`src/rtl/segdac_pkg.sv`:
```
package segdac_pkg;
  function automatic int unsigned seg_cells(int unsigned width);
    return (1 << width) - 1;
  endfunction
endpackage

```
`src/rtl/segdac_thermo_dec.sv`:
```
module segdac_thermo_dec #(
  parameter int unsigned FIELD_W = 4,
  localparam int unsigned CELLS  = (1 << FIELD_W) - 1
) (
  input  logic [FIELD_W-1:0] field_i,
  output logic [CELLS-1:0]   therm_o
);
  // Cell i is on when the field exceeds i: k lowest cells on.
  for (genvar i = 0; i < CELLS; i++) begin : g_cell
    localparam logic [FIELD_W-1:0] IDX = FIELD_W'(i);
    assign therm_o[i] = (field_i > IDX);
  end
endmodule

```
`src/rtl/segdac_ctrl_reg.sv`:
```
module segdac_ctrl_reg #(
  parameter int unsigned W = 8
) (
  input  logic         clk_i,
  input  logic         rst_ni,
  input  logic [W-1:0] d_i,
  output logic [W-1:0] on_o,
  output logic [W-1:0] off_o
);
  // True and complement are separate flops so neither waits on an inverter.
  always_ff @(posedge clk_i or negedge rst_ni) begin
    if (!rst_ni) begin
      on_o  <= '0;
      off_o <= '1;
    end else begin
      on_o  <= d_i;
      off_o <= ~d_i;
    end
  end

  p_complement_r5: assert property (@(posedge clk_i) disable iff (!rst_ni)
    off_o == ~on_o)
    else $error("R5: complement mismatch");
endmodule

```
`src/rtl/segdac_decoder.sv`:
```
module segdac_decoder
  import segdac_pkg::*;
#(
  parameter int unsigned MSB_BITS = 5,
  parameter int unsigned MID_BITS = 4,
  parameter int unsigned LSB_BITS = 1,
  localparam int unsigned CODE_W    = MSB_BITS + MID_BITS + LSB_BITS,
  localparam int unsigned MSB_CELLS = seg_cells(MSB_BITS),
  localparam int unsigned MID_CELLS = seg_cells(MID_BITS)
) (
  input  logic                 clk_i,
  input  logic                 rst_ni,
  input  logic [CODE_W-1:0]    code_i,
  output logic [MSB_CELLS-1:0] msb_on_o,
  output logic [MSB_CELLS-1:0] msb_off_o,
  output logic [MID_CELLS-1:0] mid_on_o,
  output logic [MID_CELLS-1:0] mid_off_o,
  output logic [LSB_BITS-1:0]  lsb_on_o,
  output logic [LSB_BITS-1:0]  lsb_off_o
);
  localparam int unsigned MID_LO = LSB_BITS;
  localparam int unsigned MSB_LO = LSB_BITS + MID_BITS;
  localparam int unsigned SUM_W  = CODE_W + 1;

  logic [CODE_W-1:0]    code_q;
  logic [MSB_CELLS-1:0] msb_therm;
  logic [MID_CELLS-1:0] mid_therm;

  always_ff @(posedge clk_i or negedge rst_ni) begin
    if (!rst_ni) code_q <= '0;
    else         code_q <= code_i;
  end

  segdac_thermo_dec #(.FIELD_W(MSB_BITS)) u_msb_dec (
    .field_i (code_q[CODE_W-1:MSB_LO]),
    .therm_o (msb_therm)
  );

  segdac_thermo_dec #(.FIELD_W(MID_BITS)) u_mid_dec (
    .field_i (code_q[MSB_LO-1:MID_LO]),
    .therm_o (mid_therm)
  );

  segdac_ctrl_reg #(.W(MSB_CELLS)) u_msb_reg (
    .clk_i, .rst_ni, .d_i(msb_therm), .on_o(msb_on_o), .off_o(msb_off_o)
  );

  segdac_ctrl_reg #(.W(MID_CELLS)) u_mid_reg (
    .clk_i, .rst_ni, .d_i(mid_therm), .on_o(mid_on_o), .off_o(mid_off_o)
  );

  segdac_ctrl_reg #(.W(LSB_BITS)) u_lsb_reg (
    .clk_i, .rst_ni, .d_i(code_q[LSB_BITS-1:0]), .on_o(lsb_on_o), .off_o(lsb_off_o)
  );

  // Checker support: cycles since reset release, saturating at pipeline depth.
  logic [1:0]       warm_q;
  logic [SUM_W-1:0] cell_sum;

  always_ff @(posedge clk_i or negedge rst_ni) begin
    if (!rst_ni)              warm_q <= '0;
    else if (warm_q != 2'd2)  warm_q <= warm_q + 2'd1;
  end

  always_comb begin
    cell_sum = (SUM_W'($countones(msb_on_o)) << MSB_LO)
             + (SUM_W'($countones(mid_on_o)) << MID_LO)
             + SUM_W'(lsb_on_o);
  end

  p_weight_r6: assert property (@(posedge clk_i) disable iff (!rst_ni)
    (warm_q == 2'd2) |-> (cell_sum == SUM_W'($past(code_i, 2))))
    else $error("R6: weighted sum mismatch");

  p_msb_thermo_r3: assert property (@(posedge clk_i) disable iff (!rst_ni)
    (msb_on_o & (msb_on_o + MSB_CELLS'(1))) == '0)
    else $error("R3: high segment not thermometer");

  p_mid_count_r3: assert property (@(posedge clk_i) disable iff (!rst_ni)
    (warm_q == 2'd2) |-> ($countones(mid_on_o) == int'($past(code_i[MSB_LO-1:MID_LO], 2))))
    else $error("R3: mid segment count");

  p_lsb_direct_r4: assert property (@(posedge clk_i) disable iff (!rst_ni)
    (warm_q == 2'd2) |-> (lsb_on_o == $past(code_i[LSB_BITS-1:0], 2)))
    else $error("R4: unit cell mismatch");

  p_reset_state_r8: assert property (@(posedge clk_i) disable iff (!rst_ni)
    (warm_q == 2'd0) |-> (msb_on_o == '0 && mid_on_o == '0 && lsb_on_o == '0))
    else $error("R8: not at code 0 after reset");
endmodule

```
`config.mk`:
```
export PLATFORM = sky130hd
export DESIGN_NAME = segdac_decoder
export DESIGN_NICKNAME = d
export VERILOG_FILES = /design/src/rtl/segdac_pkg.sv /design/src/rtl/segdac_thermo_dec.sv /design/src/rtl/segdac_ctrl_reg.sv /design/src/rtl/segdac_decoder.sv
export SDC_FILE = /design/constraint.sdc
export NUM_CORES = 1
export LEC_CHECK = 0
export BUFFER_PORTS_ARGS = -buffer_cell sky130_fd_sc_hd__buf_2
export CORE_UTILIZATION = 53
export DETAILED_ROUTE_END_ITERATION = 16
export GPL_ROUTABILITY_DRIVEN = 0
export PLACE_DENSITY = 0.84
export SLEW_MARGIN = 10
export SYNTH_ARGS = -nofsm -noshare
export SYNTH_HDL_FRONTEND = slang
export SYNTH_SLANG_ARGS = --single-unit
```
`constraint.sdc`:
```
create_clock -name clk_i -period 2.6 [get_ports clk_i]
set_clock_uncertainty 0.15 [all_clocks]
set_input_delay 0.39 -clock clk_i [delete_from_list [all_inputs] [get_ports clk_i]]
set_output_delay 0.39 -clock clk_i [all_outputs]
set_load 0.02 [all_outputs]
```
Word-level counts from Yosys, hierarchy flattened
Index checks and enable logic that the tools add are counted.
{"block": "word_totals", "ff_bits": 104, "input_bits": 12, "output_inout_bits": 94, "word_cells": 56}
{"block": "op_classes", "magnitude_cmp": 46, "n_bitwise": 3}
{"cell": "$gt A5 B5 Y1 const B", "count": 15}
{"cell": "$gt A5 B4 Y1 const B", "count": 8}
{"cell": "$not A31 Y31", "count": 1}
{"cell": "$gt A4 B4 Y1 const B", "count": 7}
{"cell": "$gt A5 B3 Y1 const B", "count": 4}
{"cell": "$gt A4 B3 Y1 const B", "count": 4}
{"cell": "$not A15 Y15", "count": 1}
{"cell": "$gt A5 B1 Y1 const B", "count": 2}
{"cell": "$gt A5 B2 Y1 const B", "count": 2}
{"cell": "$gt A4 B1 Y1 const B", "count": 2}
{"cell": "$gt A4 B2 Y1 const B", "count": 2}
{"cell": "$not A1 Y1", "count": 1}

Logic depth before layout (Yosys ltp)
{"block": "logic_depth", "word_depth": 2, "ltp_mapped": 5, "ltp_nobuf": 3}

Hierarchy
From an unflattened synthesis, not the netlist that was laid out.
{"block": "hier_totals", "hier_cells": 232, "hier_area_um2": 3283.1}
{"module": "segdac_ctrl_reg at u_msb_reg", "n_inst": 1, "cells_each": 93, "area_per_inst_um2": 1706.6, "seq_area_each_um2": 1590.3}
{"module": "segdac_ctrl_reg at u_mid_reg", "n_inst": 1, "cells_each": 45, "area_per_inst_um2": 825.8, "seq_area_each_um2": 769.5}
{"module": "segdac_thermo_dec at u_msb_dec", "n_inst": 1, "cells_each": 57, "area_per_inst_um2": 305.3, "seq_area_each_um2": 0.0}
{"module": "segdac_decoder", "n_inst": 1, "cells_each": 10, "area_per_inst_um2": 250.2, "seq_area_each_um2": 250.2}
{"module": "segdac_thermo_dec at u_mid_dec", "n_inst": 1, "cells_each": 24, "area_per_inst_um2": 140.1, "seq_area_each_um2": 0.0}
{"module": "segdac_ctrl_reg at u_lsb_reg", "n_inst": 1, "cells_each": 3, "area_per_inst_um2": 55.1, "seq_area_each_um2": 51.3}

Worst setup path before layout
OpenSTA, ideal clock, no wires.
{"block": "synth_path", "path_type": "register to register", "from": "register code_q[7]", "to": "register u_msb_reg.on_o[1]", "setup_ps": 131, "arrival_ps": 1113, "required_time_ps": 2319, "slack_ps": 1206, "path_stages_with_launch": 5, "n_path_buf": 2, "synth_period_minus_slack_ps": 1394, "cell_sequence": "dfrtp_1 buf_6 or2_1 buf_6 or3_1"}
{"block": "synth_between", "elab_chain_cells": 1}
{"item": "start: declaration", "line_no": "segdac_decoder.sv:25", "source": "logic [CODE_W-1:0] code_q;"}
{"item": "start signal: assignment", "line_no": "segdac_decoder.sv:31", "source": "else code_q <= code_i;"}
{"item": "$gt A5 B1 Y1", "line_no": "segdac_thermo_dec.sv:11", "source": "assign therm_o[i] = (field_i > IDX);"}
{"item": "named net msb_therm[1]", "line_no": "segdac_decoder.sv:26", "source": "logic [MSB_CELLS-1:0] msb_therm;"}
{"item": "end signal: assignment", "line_no": "segdac_ctrl_reg.sv:16", "source": "on_o <= d_i;"}
{"item": "end: declaration", "line_no": "segdac_ctrl_reg.sv:7", "source": "output logic [W-1:0] on_o,"}
The timed path passes the listed nets, and every way through them passes these cells.

Worst setup path in the final report
Ends and elaborated chain as after synthesis.

==> flow_summary.ini <==
[die]
die_h_um = 81.0
floorplan.core_area_um2 = 5960
initial_utilization_pct = 55.6
num_io_pins = 106
die_w_um = 81.0
row_count = 28
die_ar_um2 = 6560

[yosys]
postSynthRegisterBits = 104
yosys_warns = 0
synth_commonest_cells = sky130_fd_sc_hd__dfrtp_1 (57), sky130_fd_sc_hd__dfstp_2 (47), sky130_fd_sc_hd__inv_1 (13), sky130_fd_sc_hd__nor2_1 (13), sky130_fd_sc_hd__nand2_1 (12)
synth_top_cells_by_area = sky130_fd_sc_hd__dfrtp_1 (43%), sky130_fd_sc_hd__dfstp_2 (37%), sky130_fd_sc_hd__a21o_1 (2.0%), sky130_fd_sc_hd__o21a_1 (1.6%), sky130_fd_sc_hd__a21oi_1 (1.5%)
synth-edff-count = 0
synth_area_in_compound_gates_pct = 7.22
synth_cell_type_count = 22
yosys.area.top_type_share_pct = 43.1
synthCells = 229
synthesis.area_um2 = 3310
synth_area_leader_cell = sky130_fd_sc_hd__dfrtp_1
ys.flop_type = sky130_fd_sc_hd__dfrtp_1
synth_top_family_by_area = simple AND/OR/NAND/NOR gates
synth_seq_area_share_pct = 80.4
synth_area_per_cell_um2 = 14.5
synth.area.mux_share_pct = 0
async_reset_ff_share_pct = 100
most_repeated_cell_in_the_gate_level_netlist_after_synthesis = sky130_fd_sc_hd__dfrtp_1
syn_nets = 241
synth-xor-area-share_pct = 0
post_synth_fa_ha_maj_area_fraction_pct = 0
synth-simple-area-share_pct = 7.83

[setup_path]
reg2reg_from = code_q[7]$_DFF_PN0_
arrival_ns = 1.68
rr_endpoint = u_msb_reg.on_o[1]$_DFF_PN0_
r2r_setup_slack_ns = 1.01
critical_path.endpoint_type = flop
worst_setup_path_start_kind = flop
r2r.worst_path.cells = 2
worst-endpoint-required_ns = 2.69
critPathLaunch = code_q[7]$_DFF_PN0_
worst_path_class_setup = reg2reg
setup.worst_path.end = u_msb_reg.on_o[1]$_DFF_PN0_
maximum_fanout_along_the_worst_path = 18

[sta]
count_of_final_max_slew_check_failures = 0
slew_headroom_pct = 58.3
fin_crit_ns = 1.59
final-setup-viol-count = 0
rsz_0062_raised_after_global_routing = false
timing.final.hold_violations = 0
finalSetupTns_ns = 0
peak_clock_frequency_supported_by_timing_ghz = 0.628
timing_worst_slew_pin_value_ns = 0.625
timing.final.crit_share_pct = 61.3

[global_route]
grt_first_pass_wirelength_um = 9290
maximum_number_of_pins_on_one_net_before_global_route_repair = 51
grt_usage_pct = 19.5
antenna_found_initial = 0
grt_pass1_vias = 1928
grt-ovfl-total = 0

[clocking]
tritoncts = built
cts-buffers-inserted = 9
cts.htree.levels = 3
clock_sinks = 104
path_clk_slew_ns = 0.09
ctsResizeCount = 0
clock_insertion_delay_worst_skew_ns = 0.35
root_buffer = sky130_fd_sc_hd__clkbuf_8
cts_buffer_depth = 2

[final_layout]
layout_cell_share_with_drive_strength_beyond_1_pct = 51.5
antennaDiodeCount = 0
number_of_nets_in_the_layout = 351
syn2layout_area_growth_pct = 26.0
finalInstanceArea_um2 = 4170
number_of_fill_cells = 436

[run_status]
status = complete, no violations

[placement]
io_buffer_count = 105
dpl-instance-area_um2 = 3870
dp.final_hpwl_um = 4070

[drt]
drc = 0
wl_per_cell_um = 14.3
wl_um = 5990
vias_per_cell = 4.84
drt-pass1-iter-count = 4
routed-via-count = 2030
first_iter_violations = 36
postRouteAntennaNets = 0

[power_and_ir_drop]
vdd.ir_drop.worst_mv = 0.461
power-per-cell-area_nw_per_um2 = 730
leakage_power_total_nw = 2.02

[job]
maxCapViolations = 0

[hold_path]
hold_class = in2reg
-- worst max-delay path: stages (launching register included) --
cell and delay, ns:
sky130_fd_sc_hd__dfrtp_1 0.57, sky130_fd_sc_hd__or2_1 0.42, sky130_fd_sc_hd__or3_1 0.34
-- registers in the layout, summed over array words and instances (netlist names) --
| signal | count |
|---|---|
| u_lsb_reg.off_o | 1 |
| u_msb_reg.on_o | 31 |
| code_q | 10 |
| u_mid_reg.off_o | 15 |
| u_lsb_reg.on_o | 1 |
| u_mid_reg.on_o | 15 |
| u_msb_reg.off_o | 31 |
-- placed cells by master (no fill, tap or decap), drive strengths merged --
master,instances
buf,108
dfrtp,57
dfstp,47
inv,15
nor2,13
clkbuf,13
nand2,12
o21ai,10
a21oi,10
dlygate4sd3,10
a21o,9
and2,7
o21a,7
or2,6
nand3,4
nor3,4
a31oi,3
or3,3
and3,2
nand2b,2
clkinv,2
-- cell families (layout without fill, tap and decap cells) --
family	count (synthesis)	count (layout)
AO/OA/AOI/OAI	39	39
flip-flops	104	104
buffers and inverters	33	148
AND/OR/NAND/NOR	53	53
-- per-layer routing --
| metal | global-route usage, % | part of all wire [%] |
|---|---|---|
| met3 | 5.17 | 6.6 |
| met2 | 29.9 | 47 |
| met5 | 0 | 0 |
| met4 | 8.57 | 1.7 |
| met1 | 26.4 | 45 |
-- metrics by stage --
stage	utilization (%)	hold slack (ns)	instances	setup slack, ns	power, W
final	70.0	0.0174	419	1.01	0.00305
after floorplan	-	-0.0556	229	1.21	0.00197
after detailed placement	65.0	0.215	393	1.02	0.00210
after CTS	70.0	0.00245	419	0.992	0.00308
after global routing	70.0	0.00491	419	0.929	0.00316
after global placement	65.0	0.206	393	1.08	0.00209
-- layout make-up --
cell class,count,area [um2],area share [%]
well taps,75,93.8,2.25
flip-flops and latches,104,2660,63.8
clock buffers,13,179,4.29
repair buffers,118,663,15.9
multi-input cells,92,498,11.9
inverters,14,52.6,1.26
clock inverters,3,22.5,0.540
-- power breakdown --
group	internal, W	switching (W)
registers	0.00173	0.0000399
clock network	0.000457	0.000507
logic	0.000102	0.000212
total	0.00229	0.000759
-- worst min-delay path by stage --
stage / startpoint / to / slack [ns] / cells after the start
floorplan: rst_ni / code_q[0]$_DFF_PN0_ / -0.06 / 0
finish: code_i[1] / code_q[1]$_DFF_PN0_ / 0.02 / 1
detailed placement: code_q[0]$_DFF_PN0_ / u_lsb_reg.on_o$_DFF_PN0_ / 0.21 / 0
global route: code_i[1] / code_q[1]$_DFF_PN0_ / 0.005 / 1
global placement: code_q[0]$_DFF_PN0_ / u_lsb_reg.on_o$_DFF_PN0_ / 0.21 / 0
CTS: code_i[1] / code_q[1]$_DFF_PN0_ / 0.002 / 1
-- repair_timing --
item,in CTS,in global routing
hold buffers,10,0
hold endpoints to repair,35,0
setup buffers,0,0
Power figures use the tool's default switching activity.
